[src/rtl/rxd_pkg.sv]
package rxd_pkg;
  typedef enum logic [2:0] {
    S_OFF, S_IDLE, S_FETCH, S_DWAIT, S_RECV, S_DROP, S_HDR, S_STOP
  } fsm_e;

  localparam logic [3:0] ST_DISABLED = 4'd0;
  localparam logic [3:0] ST_ACTIVE   = 4'd1;
  localparam logic [3:0] ST_IDLE     = 4'd2;
  localparam logic [3:0] ST_STOPPED  = 4'd3;

  localparam logic [3:0] ERR_NONE  = 4'd0;
  localparam logic [3:0] ERR_PROTO = 4'd1;
  localparam logic [3:0] ERR_OVF   = 4'd2;

  localparam int HDR_BYTES = 4;
endpackage

[src/rtl/rxd_ring_walk.sv]
module rxd_ring_walk #(
  parameter int IDX_W = 12,
  parameter int AW    = 32
) (
  input  logic             clk_i,
  input  logic             rst_ni,
  input  logic             clear_i,
  input  logic             advance_i,
  input  logic             eot_i,
  input  logic [AW-1:0]    ring_base_i,
  input  logic [IDX_W-1:0] last_ptr_i,
  output logic [IDX_W-1:0] idx_o,
  output logic             avail_o,
  output logic             next_avail_o,
  output logic [AW-1:0]    desc_addr_o
);
  localparam int DESC_SHIFT = 3;

  logic [IDX_W-1:0] idx_q, idx_nxt;

  assign idx_nxt = eot_i ? '0 : idx_q + 1'b1;

  always_ff @(posedge clk_i or negedge rst_ni) begin
    if (!rst_ni)        idx_q <= '0;
    else if (clear_i)   idx_q <= '0;
    else if (advance_i) idx_q <= idx_nxt;
  end

  assign idx_o        = idx_q;
  assign avail_o      = (idx_q != last_ptr_i);
  assign next_avail_o = (idx_nxt != last_ptr_i);
  assign desc_addr_o  = ring_base_i + (AW'(idx_q) << DESC_SHIFT);


  eot_wrap_chk: assert property (@(posedge clk_i) disable iff (!rst_ni)
    (advance_i && eot_i && !clear_i) |=> (idx_q == '0));
endmodule

[src/rtl/rxd_hdr_fmt.sv]
module rxd_hdr_fmt #(
  parameter int LEN_W = 16,
  parameter int ND_W  = 4
) (
  input  logic [LEN_W-1:0] len_i,
  input  logic             ovf_i,
  input  logic [ND_W-1:0]  ndesc_m1_i,
  input  logic [1:0]       sel_i,
  output logic [7:0]       byte_o
);
  logic [31:0] word;

  // length in 15:0, overflow in 23, descriptors-1 in 27:24
  assign word   = {4'b0, 4'(ndesc_m1_i), ovf_i, 7'b0, 16'(len_i)};
  assign byte_o = word[{sel_i, 3'b000} +: 8];
endmodule

[src/rtl/rx_dma_chan.sv]
module rx_dma_chan
  import rxd_pkg::*;
#(
  parameter int AW        = 32,
  parameter int IDX_W     = 12,
  parameter int BC_W      = 13,
  parameter int OFF_W     = 7,
  parameter int LEN_W     = 16,
  parameter int MAX_DESC  = 16
) (
  input  logic             clk_i,
  input  logic             rst_ni,
  input  logic [31:0]      ctrl_i,
  input  logic [AW-1:0]    ring_base_i,
  input  logic [IDX_W-1:0] last_ptr_i,
  output logic [31:0]      status_o,
  input  logic             rx_valid_i,
  input  logic [7:0]       rx_data_i,
  input  logic             rx_last_i,
  output logic             rx_ready_o,
  output logic             desc_req_o,
  output logic [AW-1:0]    desc_addr_o,
  input  logic [63:0]      desc_rdata_i,
  output logic             mem_we_o,
  output logic [AW-1:0]    mem_addr_o,
  output logic [7:0]       mem_wdata_o
);
  localparam int ND_W = $clog2(MAX_DESC);
  localparam int BW1  = BC_W + 1;

  fsm_e             st_q;
  logic [AW-1:0]    wptr_q, hdr_addr_q;
  logic [BC_W-1:0]  rem_q;
  logic [LEN_W-1:0] len_q;
  logic [ND_W-1:0]  nd_q;
  logic             ovf_q, first_q, eot_q, hdr_pend_q;
  logic [1:0]       hcnt_q;
  logic [3:0]       err_q, st_code;

  logic             en, oc;
  logic [OFF_W-1:0] off;
  logic             accept, buf_full, advance;
  logic [IDX_W-1:0] idx;
  logic             avail, next_avail;
  logic [BC_W-1:0]  d_bc;
  logic [AW-1:0]    d_addr;
  logic [BW1-1:0]   first_need;
  logic [7:0]       hdr_byte;
  logic             unused_bits;

  assign en  = ctrl_i[0];
  assign off = ctrl_i[OFF_W:1];
  assign oc  = ctrl_i[10];
  assign unused_bits = ^{ctrl_i[31:11], ctrl_i[9:8], desc_rdata_i[31:29],
                         desc_rdata_i[27:BC_W]};

  assign d_bc       = desc_rdata_i[BC_W-1:0];
  assign d_addr     = desc_rdata_i[32 +: AW];
  assign first_need = BW1'(off) + BW1'(HDR_BYTES + 1);

  assign rx_ready_o = (st_q == S_RECV) || (st_q == S_DROP);
  assign desc_req_o = (st_q == S_FETCH);
  assign accept     = (st_q == S_RECV) && rx_valid_i;
  assign buf_full   = accept && (rem_q == BC_W'(1));
  assign advance    = accept && (buf_full || rx_last_i);

  rxd_ring_walk #(.IDX_W(IDX_W), .AW(AW)) u_walk (
    .clk_i, .rst_ni,
    .clear_i      (!en),
    .advance_i    (advance),
    .eot_i        (eot_q),
    .ring_base_i,
    .last_ptr_i,
    .idx_o        (idx),
    .avail_o      (avail),
    .next_avail_o (next_avail),
    .desc_addr_o
  );

  rxd_hdr_fmt #(.LEN_W(LEN_W), .ND_W(ND_W)) u_hdr (
    .len_i      (len_q),
    .ovf_i      (ovf_q),
    .ndesc_m1_i (nd_q),
    .sel_i      (hcnt_q),
    .byte_o     (hdr_byte)
  );

  always_ff @(posedge clk_i or negedge rst_ni) begin
    if (!rst_ni) begin
      st_q <= S_OFF; wptr_q <= '0; hdr_addr_q <= '0; rem_q <= '0;
      len_q <= '0; nd_q <= '0; ovf_q <= 1'b0; first_q <= 1'b0;
      eot_q <= 1'b0; hdr_pend_q <= 1'b0; hcnt_q <= '0; err_q <= ERR_NONE;
    end else if (!en) begin
      st_q <= S_OFF; err_q <= ERR_NONE; eot_q <= 1'b0; hdr_pend_q <= 1'b0;
    end else begin
      unique case (st_q)
        S_OFF: st_q <= S_IDLE;
        S_IDLE: begin
          hdr_pend_q <= 1'b0;
          if (rx_valid_i) begin
            if (avail) begin
              first_q <= 1'b1; nd_q <= '0; len_q <= '0; ovf_q <= 1'b0;
              st_q <= S_FETCH;
            end else if (oc) begin
              st_q <= S_DROP;
            end else begin
              st_q <= S_STOP; err_q <= ERR_OVF;
            end
          end
        end
        S_FETCH: st_q <= S_DWAIT;
        S_DWAIT: begin
          eot_q <= desc_rdata_i[28];
          if (first_q) begin
            if (BW1'(d_bc) < first_need) begin
              st_q <= S_STOP; err_q <= ERR_PROTO;
            end else begin
              hdr_addr_q <= d_addr + AW'(off);
              wptr_q     <= d_addr + AW'(off) + AW'(HDR_BYTES);
              rem_q      <= BC_W'(BW1'(d_bc) - BW1'(off) - BW1'(HDR_BYTES));
              first_q    <= 1'b0;
              hdr_pend_q <= 1'b1;
              st_q       <= S_RECV;
            end
          end else if (d_bc == '0) begin
            st_q <= S_STOP; err_q <= ERR_PROTO;
          end else begin
            wptr_q <= d_addr; rem_q <= d_bc; st_q <= S_RECV;
          end
        end
        S_RECV: begin
          if (accept) begin
            wptr_q <= wptr_q + 1'b1;
            rem_q  <= rem_q - 1'b1;
            len_q  <= len_q + 1'b1;
            if (rx_last_i) begin
              st_q <= S_HDR; hcnt_q <= '0;
            end else if (buf_full) begin
              if (nd_q == ND_W'(MAX_DESC - 1) || !next_avail) begin
                if (oc) begin
                  ovf_q <= 1'b1; st_q <= S_DROP;
                end else begin
                  st_q <= S_STOP; err_q <= ERR_OVF;
                end
              end else begin
                nd_q <= nd_q + 1'b1; st_q <= S_FETCH;
              end
            end
          end
        end
        S_DROP: begin
          if (rx_valid_i && rx_last_i) begin
            st_q   <= hdr_pend_q ? S_HDR : S_IDLE;
            hcnt_q <= '0;
          end
        end
        S_HDR: begin
          hcnt_q <= hcnt_q + 1'b1;
          if (hcnt_q == 2'd3) st_q <= S_IDLE;
        end
        S_STOP: st_q <= S_STOP;
        default: st_q <= S_OFF;
      endcase
    end
  end

  always_comb begin
    unique case (st_q)
      S_OFF:   st_code = ST_DISABLED;
      S_IDLE:  st_code = ST_IDLE;
      S_STOP:  st_code = ST_STOPPED;
      default: st_code = ST_ACTIVE;
    endcase
  end

  assign status_o    = {12'b0, err_q, st_code, 12'(idx)};
  assign mem_we_o    = accept || (st_q == S_HDR);
  assign mem_addr_o  = (st_q == S_HDR) ? hdr_addr_q + AW'(hcnt_q) : wptr_q;
  assign mem_wdata_o = (st_q == S_HDR) ? hdr_byte : rx_data_i;


  stop_sticky_chk: assert property (@(posedge clk_i) disable iff (!rst_ni)
    (status_o[15:12] == ST_STOPPED && ctrl_i[0]) |=> (status_o[15:12] == ST_STOPPED));


  posted_limit_chk: assert property (@(posedge clk_i) disable iff (!rst_ni)
    desc_req_o |-> (status_o[IDX_W-1:0] != last_ptr_i));


  no_write_off_chk: assert property (@(posedge clk_i) disable iff (!rst_ni)
    !$past(ctrl_i[0]) |-> !mem_we_o);


  ready_fetch_excl_chk: assert property (@(posedge clk_i) disable iff (!rst_ni)
    $onehot0({rx_ready_o, desc_req_o}));


  off_status_chk: assert property (@(posedge clk_i) disable iff (!rst_ni)
    !$past(ctrl_i[0]) |-> (status_o == 32'd0));
endmodule

[config.mk]
export PLATFORM = sky130hd
export DESIGN_NAME = rx_dma_chan
export DESIGN_NICKNAME = d
export VERILOG_FILES = /design/src/rtl/rxd_pkg.sv /design/src/rtl/rxd_ring_walk.sv /design/src/rtl/rxd_hdr_fmt.sv /design/src/rtl/rx_dma_chan.sv
export SDC_FILE = /design/constraint.sdc
export NUM_CORES = 1
export LEC_CHECK = 0
export BUFFER_PORTS_ARGS = -buffer_cell sky130_fd_sc_hd__buf_4
export CORE_UTILIZATION = 57
export CTS_BUF_LIST = sky130_fd_sc_hd__clkbuf_2
export DETAILED_ROUTE_END_ITERATION = 10
export GPL_TIMING_DRIVEN = 0
export MAX_ROUTING_LAYER = met4
export PLACE_DENSITY = 0.85
export SYNTH_ARGS = -nofsm -noshare
export SYNTH_HDL_FRONTEND = slang
export SYNTH_SLANG_ARGS = --single-unit
[constraint.sdc]
create_clock -name clk_i -period 6.7 [get_ports clk_i]
set_input_delay 2.01 -clock clk_i [delete_from_list [all_inputs] [get_ports clk_i]]
set_output_delay 2.01 -clock clk_i [all_outputs]
set_load 0.01 [all_outputs]
[After elaboration in Yosys (flattened, before gate mapping)]
Index checks and enable logic that the tools add are counted.
W data, S select, Z words.
Storage, ports and cells
  bits in registers: 122
  input port bits: 152
Operators by class
  add/subtract/negate cells: 13
  bitwise operators: 1
  reduce and logical (&&, ||, !) cells: 25
  shift operators: 1
  muxes and demuxes: 77
  equality and inequality tests: 41
  $lt $le $gt $ge: 1
Operators with widths (number)
  $mux W32: 5
  $mux W4: 17
  $pmux W32 S2: 1
  $mux W13: 4
  $mux W16: 3
  $mux W12: 3
  $mux W3: 11
  $add A32 B1 Y32 const B: 1
  $add A32 B15 Y32: 1
  $add A32 B2 Y32: 1
  $add A32 B3 Y32 const B: 1
  $add A32 B7 Y32: 1
  $pmux W16 S2: 1
  $shiftx A32 B6 Y8: 1
  $ne A3 B3 Y1 const B: 10
  $pmux W13 S2: 1
  $ne A12 B12 Y1: 2
  $pmux W3 S8: 1
  $reduce_and A5 Y1: 4
  $reduce_and A9 Y1: 2
  $add A16 B1 Y16 const B: 1
  $mux W1: 16
  $ne A2 B2 Y1 const B: 8
  $eq A13 B1 Y1 const B: 1
  35 further kinds: 62

[Depth between registers and ports, before layout]
Gate-level depths: netlist of the first run.
  word-level depth: 11
  gate-level depth with buffers: 16
  gate-level depth less buffers: 15

[By module]
Synthesis of the first run repeated with hierarchy kept, for this count alone.
Unflattened totals
  cell total of the unflattened synthesis: 1577
  area total of the unflattened synthesis: 12112.9 µm²
Modules (own cells, without submodules)
  rx_dma_chan: cells each 1259, seq. area each 2702.6 µm², area an instance 9674.3 µm², instances 1
  rxd_ring_walk: cells each 298, seq. area each 300.3 µm², area an instance 2270.9 µm², instances 1
  rxd_hdr_fmt: cells each 20, seq. area each 0.0 µm², area an instance 167.7 µm², instances 1

[Worst setup path after synthesis of the first run]
Ideal clock, no wire load.
  kind: input to output
  from: input ring_base_i[3]
  to: output desc_addr_o[31]
  data arrival time: 4127 ps
  data required time: 4690 ps
  cell stages on the path: 13
  path slack: 563 ps
  cells stage by stage: ha_1 > inv_1 > fa_1 > nor2b_1 > o21ai_0 > nand2b_1 > a21o_1 > a31o_2 > a41oi_1 > a21oi_1 > and2_1 > nand3_1 > xnor2_1
On the way
  word-level cells in the longest chain between the ends: 1
RTL lines
  start, declared: RTL line rx_dma_chan.sv:14  | input logic [AW-1:0] ring_base_i,
  $add A32 B15 Y32: RTL line rxd_ring_walk.sv:32  | assign desc_addr_o = ring_base_i + (AW'(idx_q) << DESC_SHIFT);
  end, declared: RTL line rx_dma_chan.sv:22  | output logic [AW-1:0] desc_addr_o,
No other way between the ends.

[Worst setup path in the final report of the first run]
Ends and elaborated chain as after synthesis.

==> results.toml, run 1 <==
[layout]
layout_common_cells = "207 x buf_4, 201 x nand2_1, 151 x o21ai_0"
area_growth_pct = 17.4
fill_cells = 1746
final_common_cell = "buf_4"
drive_gt1_frac = 0.151
finalNetCount = 1987
final_util = 0.690

[min_path]
holdCritStartpoint = "hdr_addr_q[0]"
hold_depth = 2
hold_class = "flip-flop to flip-flop"
worst_hold_path.endpoint = "hdr_addr_q[0]"

[timing]
maxSlewViolCount = 0
finalClockSkew_ns = 0.0454
finalCriticalPeriod_ns = 6.54
slew_headroom = 0.342
setup_viol = 0
fin_tns_setup_ns = 0
final-hold-violation-count = 0
fmax_ghz = 0.153
period_share = 0.976
tightest_slew_ns = 0.979

[synth]
synth_warnings = 0
synthesis.area_sq_mm = 0.0116
yosys.cell_types.count = 76
ys.flop_type = "dfrtp_1"
ys_seq_area_frac = 0.259
synth_mux_area_frac = 0.0176
synthArstFlopShare = 1.00
synth_compound_area_frac = 0.217
yosys.area_share.xor_xnor = 0.119
synth_adder_area_share = 0.0630
synthSimpleGateAreaFrac = 0.264
synth_top_family_by_area = "simple AND/OR/NAND/NOR gates"
syn_area_per_cell_sq_um = 7.44
ys_ff_latch = 120
synthCells = 1558
synth_edf_count = 0

[placed_design]
numPortBuffers = 186
hpwl_microns = 30800
globalplace.congestion = 0.981

[routing]
drtAntennaViolNets = 0
via_per_inst = 6.35
totalWireLength_microns = 39900
first_iter_violations = 1432
drcViolationCount = 0
wl_per_cell_microns = 19.4
vias = 13100
dr.pass1.iters = 6

[clock_network]
numCtsBuffers = 17
insertion_delay_ns = 0.78
clockBufferDepth = 2
cts-hold-fix-buffers = 0
cts_setup_buffers = 0
cts_resized = 0
cts-root-buf = "clkbuf_2"
clk_pin_slew_ns = 0.20
cts.sink_count = 120
tritoncts = "built"
cts.htree.levels = 4

[global_route]
grt-ovfl-total = 0
grt_usage = 0.392
antenna_found_initial = 1
grt_pass1_wl_microns = 61200
grt_pass1_vias = 11900
grt_max_degree = 69

[worst_setup_path]
cp_slowest_cell = "fa_1"
critical_path_class = "input port to output port"
cp.arrival_ns = 4.53
rrSetupSlack_ns = 2.79
crit_path_start_kind = "input port"
critPathMaxStageDelay_ns = 0.41
r2r_end = "err_q[1]"
cp_common_cell = "buf_4"
critPathMaxFanout = 5
path_cells = "buf_4 -> ha_1 -> inv_1 -> fa_1 -> nor2b_1 -> o21ai_0 -> nand2b_1 -> a21o_1 -> a31o_2 -> a41oi_1 -> a21oi_2 -> and2_1 -> nand3_1 -> xnor2_1 -> buf_4"
rr_worst_depth = 11
worstPathRequired_ns = 4.69
cp-end-kind = "output port"
timing.rr.start = "u_walk.idx_o[0]"

[die]
start_util = 0.588
top_level_ports = 259
die_area_sq_mm = 0.0209
core_sq_mm = 0.0197
die_w_microns = 145
rows = 51
die_height_microns = 145

[outcome]
status = "complete, no violations"

[power_and_ir_drop]
finalPower_w = 0.00237
vdd_drop_max_v = 0.000105
p_per_area_mw_per_mm2 = 174
power_leakage_nw = 5.86

[run]
maxCapViolCount = 0
## layout make-up
class,count,area [sq um],area share
Antenna cell,1,2.50,0.000184
Clock buffer,17,85.1,0.00625
Inverter,58,218,0.0160
Tap cell,265,332,0.0244
Sequential cell,120,3000,0.221
Clock inverter,15,104,0.00763
Timing Repair Buffer,187,1430,0.105
Multi-Input combinational cell,1292,7960,0.585
Buffer,103,477,0.0350
## report_power, final
| group | switching [W] | total [W] | leakage [nW] | internal [W] |
|---|---|---|---|---|
| sequential | 0.000159 | 0.00101 | 1.60 | 0.000847 |
| clock | 0.000328 | 0.000424 | 0.108 | 0.0000958 |
| combinational | 0.000537 | 0.000939 | 4.15 | 0.000402 |
| total | 0.00102 | 0.00237 | 5.86 | 0.00134 |
## worst max path at each step
stage / start / end / slack (ns) / cells past startpoint
global placement: ring_base_i[4] / desc_addr_o[24] / 0.06 / 13
finish: ring_base_i[3] / desc_addr_o[31] / 0.16 / 15
global route: ring_base_i[3] / desc_addr_o[31] / -0.03 / 15
CTS: ring_base_i[4] / desc_addr_o[18] / 0.07 / 13
detailed placement: ring_base_i[4] / desc_addr_o[18] / 0.09 / 13
floorplan: ring_base_i[3] / desc_addr_o[31] / 0.56 / 13
## routing by layer
metal  vias to the layer above  wire length [microns]  global-route usage
met1                      6092                  16200               0.506
met3                       122                   4500              0.0838
li1                       5987                      -                   -
met4                         0                   1280               0.126
met5                         -                      0                   -
met2                       858                  18000               0.611
## sequential cells by signal (all words and copies together), names as in the netlist
signal        count
hdr_addr_q       32
wptr_q           32
len_q            16
rem_q            13
u_walk.idx_o     12
nd_q              4
st_q              3
err_q             2
hcnt_q            2
eot_q             1
first_q           1
hdr_pend_q        1
ovf_q             1
## logic make-up after synthesis
family / Yosys count
AOI/OAI and AO/OA: 415
xor gates and xnor gates: 158
adders and majority gates: 56
buffers and inverters: 161
DFF: 120
muxes: 20
other: 1
and+or+nand+nor: 627
## critical path: cells and delay by family
family | cells | cell delay, ns
AND/OR/NAND/NOR | 4 | 0.63
AO/OA/AOI/OAI | 5 | 0.93
adder cells (fa/ha/maj) | 2 | 0.56
XOR/XNOR | 1 | 0.15
buffers and inverters | 3 | 0.27
## through the flow
step	instances	setup WS, ns	area [sq um]	hold slack (ns)
floorplan	1573	0.563	11600	0.452
finish	2058	0.160	13600	0.550
global route	2058	-0.0273	13600	0.571
global placement	2024	0.0633	13400	0.481
detailed placement	2025	0.0936	13400	0.511
CTS	2057	0.0695	13600	0.543
## Yosys cell counts (all sizes together), types with 6 or more instances
| master | number | area share |
|---|---|---|
| nand2 | 201 | 0.065 |
| o21ai | 154 | 0.068 |
| nor2 | 134 | 0.043 |
| dfrtp | 120 | 0.26 |
| a21oi | 108 | 0.047 |
| xnor2 | 87 | 0.066 |
| clkbuf | 73 | 0.024 |
| nand3 | 73 | 0.033 |
| xor2 | 71 | 0.054 |
| inv | 56 | 0.018 |
| ha | 52 | 0.056 |
| nor3 | 46 | 0.020 |
| nand4 | 37 | 0.020 |
| buf | 30 | 0.017 |
| and3 | 27 | 0.015 |
| a31oi | 23 | 0.012 |
| nor4 | 21 | 0.014 |
| mux2i | 17 | 0.015 |
| or3 | 16 | 0.0086 |
| o22ai | 15 | 0.0081 |
| nand2b | 13 | 0.0070 |
| a21o | 12 | 0.0078 |
| a211oi | 11 | 0.0071 |
| o211ai | 10 | 0.0065 |
| o31ai | 9 | 0.0058 |
| and2 | 8 | 0.0043 |
| and4 | 8 | 0.0060 |
| nor2b | 8 | 0.0043 |
| nand3b | 7 | 0.0045 |
| or2 | 7 | 0.0038 |
| a211o | 6 | 0.0045 |
| o21a | 6 | 0.0039 |
| or4 | 6 | 0.0042 |
Power figures use the tool's default switching activity.
==> run 2: changes to the inputs <==
--- a/config.mk
+++ b/config.mk
@@ -11,7 +11,7 @@
 export DETAILED_ROUTE_END_ITERATION = 10
 export GPL_TIMING_DRIVEN = 0
 export MAX_ROUTING_LAYER = met4
-export PLACE_DENSITY = 0.85
+export PLACE_DENSITY = 0.83
 export SYNTH_ARGS = -nofsm -noshare
 export SYNTH_HDL_FRONTEND = slang
 export SYNTH_SLANG_ARGS = --single-unit
==> results.toml, run 2 (synthesis results as in run 1) <==
[die]
start_util = 0.588
die_height_microns = 145
die_area_sq_mm = 0.0209
core_sq_mm = 0.0197
rows = 51
top_level_ports = 259
die_w_microns = 145

[timing]
setup_viol = 0
slew_headroom = 0.343
maxSlewViolCount = 0
period_share = 0.959
fmax_ghz = 0.156
fin_tns_setup_ns = 0
grt_setup_unrepaired = "false"
final-hold-violation-count = 0
finalClockSkew_ns = 0.0300
fin_hold_ws_ns = 0.531
finalCriticalPeriod_ns = 6.43
tightest_slew_ns = 0.977

[clock_network]
numCtsBuffers = 17
insertion_delay_ns = 0.74
cts-hold-fix-buffers = 0
cts.sink_count = 120
tritoncts = "built"
clk_pin_slew_ns = 0.23
clockBufferDepth = 2
cts-root-buf = "clkbuf_2"
cts.htree.levels = 4

[layout]
final_util = 0.694
reg_top3 = "hdr_addr_q: 32 flops, wptr_q: 32 flops, len_q: 16 flops"
drive_gt1_frac = 0.155
layout_common_cells = "210 x buf_4, 201 x nand2_1, 151 x o21ai_0"
final_common_cell = "buf_4"
finalNetCount = 1990
area_growth_pct = 18.1
antenna_cells = 0

[worst_setup_path]
cp_slowest_cell = "fa_1"
cp_common_cell = "buf_4"
cp-end-kind = "output port"
rrSetupSlack_ns = 2.82
timing.rr.start = "u_walk.idx_o[0]"
critPathMaxStageDelay_ns = 0.40
crit_path_start_kind = "input port"
critical-path-top-delay-family = "compound AO/OA/AOI/OAI gates"
path_cells = "buf_4 -> ha_1 -> inv_1 -> fa_1 -> nor2b_1 -> o21ai_0 -> nand2b_1 -> a21o_1 -> a31o_2 -> a41oi_1 -> a21oi_2 -> and2_1 -> nand2_1 -> xnor2_1 -> buf_4"
critPathMaxFanout = 5
rr_worst_depth = 11
critical_path_class = "input port to output port"
cp_num_cells = 15
worst-path-buf-inv = 3
critPathLaunch = "ring_base_i[3]"
r2r_end = "err_q[1]"
crit_end = "desc_addr_o[21]"
worstPathRequired_ns = 4.69
cp.arrival_ns = 4.42

[placed_design]
globalplace.congestion = 0.976
hpwl_microns = 30600
numPortBuffers = 186

[global_route]
antenna_found_initial = 0
grt_pass1_wl_microns = 61000
grt_pass1_vias = 11700
grt_max_degree = 71
grt_usage = 0.392
grt-ovfl-total = 0
grt_busiest_layer = "met2"
grt_util_met3 = 0.0738
use_met1 = 0.513
grt_util_met2 = 0.600

[routing]
vias = 13000
drcViolationCount = 0
totalWireLength_microns = 39600
via_per_inst = 6.32
first_iter_violations = 1395
dr.pass1.iters = 6
wl_per_cell_microns = 19.2
drtAntennaViolNets = 0

[run]
maxCapViolCount = 0

[min_path]
hold_depth = 2
hold_class = "flip-flop to flip-flop"

[power_and_ir_drop]
vdd_drop_max_v = 0.000121
power_leakage_nw = 5.91
p_per_area_mw_per_mm2 = 178

[outcome]
status = "complete, no violations"
run 2: changes by cell type in the layout (fill, tap and decap cells not counted), sizes merged:
cell / before / now
inv: 59 / 65
clkinv: 9 / 5
buf: 217 / 220
clkinvlp: 5 / 2
bufinv: 0 / 1
diode: 1 / 0
run 2: metal layers:
| metal | up-vias | share of wire |
|---|---|---|
| li1 | 6010 | - |
| met1 | 6056 | 0.41 |
| met2 | 831 | 0.45 |
| met3 | 132 | 0.11 |
| met4 | 0 | 0.035 |
| met5 | - | 0 |
run 2: worst reg2reg max path, stage by stage (launching register included):
cell and delay, ns:
dfrtp_1 0.47, clkbuf_2 0.22, nand4_1 0.27, nor4_1 0.55, xnor2_1 0.17, o311ai_0 0.12
or4_1 0.55, or4_4 0.56, o21ai_4 0.33, a21oi_2 0.11, or3_1 0.34, o22ai_1 0.16
run 2: final cells by class:
class                           count  area [sq um]
Tap cell                          265           332
Multi-Input combinational cell   1292          7970
Clock inverter                     15           155
Sequential cell                   120          3000
Inverter                           58           218
Timing Repair Buffer              190          1450
Fill cell                        1698          6030
Buffer                            103           477
Clock buffer                       17          85.1
run 2: worst min-delay path by stage:
stage | end | slack (ns) | start
after global routing | hdr_addr_q[31] | 0.55 | hdr_addr_q[31]
after CTS | hdr_addr_q[31] | 0.53 | hdr_addr_q[31]
after detailed placement | hdr_addr_q[31] | 0.49 | hdr_addr_q[31]
after global placement | hdr_addr_q[0] | 0.48 | hdr_addr_q[0]
after floorplan | hdr_addr_q[0] | 0.45 | hdr_addr_q[0]
final | hdr_addr_q[31] | 0.53 | hdr_addr_q[31]
run 2: repair_timing:
item,in CTS,in global routing
resized for setup,0,5
endpoints found under the setup margin,0,16
setup buffers,0,3
hold endpoints to repair,0,0
run 2: report_power, final:
part / switching [W] / total, W / internal, W
combinational: 0.000528 / 0.000930 / 0.000401
sequential: 0.000154 / 0.00100 / 0.000847
clock: 0.000355 / 0.000505 / 0.000150
total: 0.00104 / 0.00244 / 0.00140
run 2: through the flow:
step | worst slack [ns] | power [W] | instances | instance area (sq um)
floorplan | 0.563 | 0.00151 | 1573 | 11600
global placement | 0.114 | 0.00189 | 2024 | 13400
detailed placement | 0.103 | 0.00191 | 2025 | 13400
CTS | 0.0840 | 0.00241 | 2057 | 13600
global route | 0.0126 | 0.00257 | 2060 | 13700
finish | 0.274 | 0.00244 | 2060 | 13700
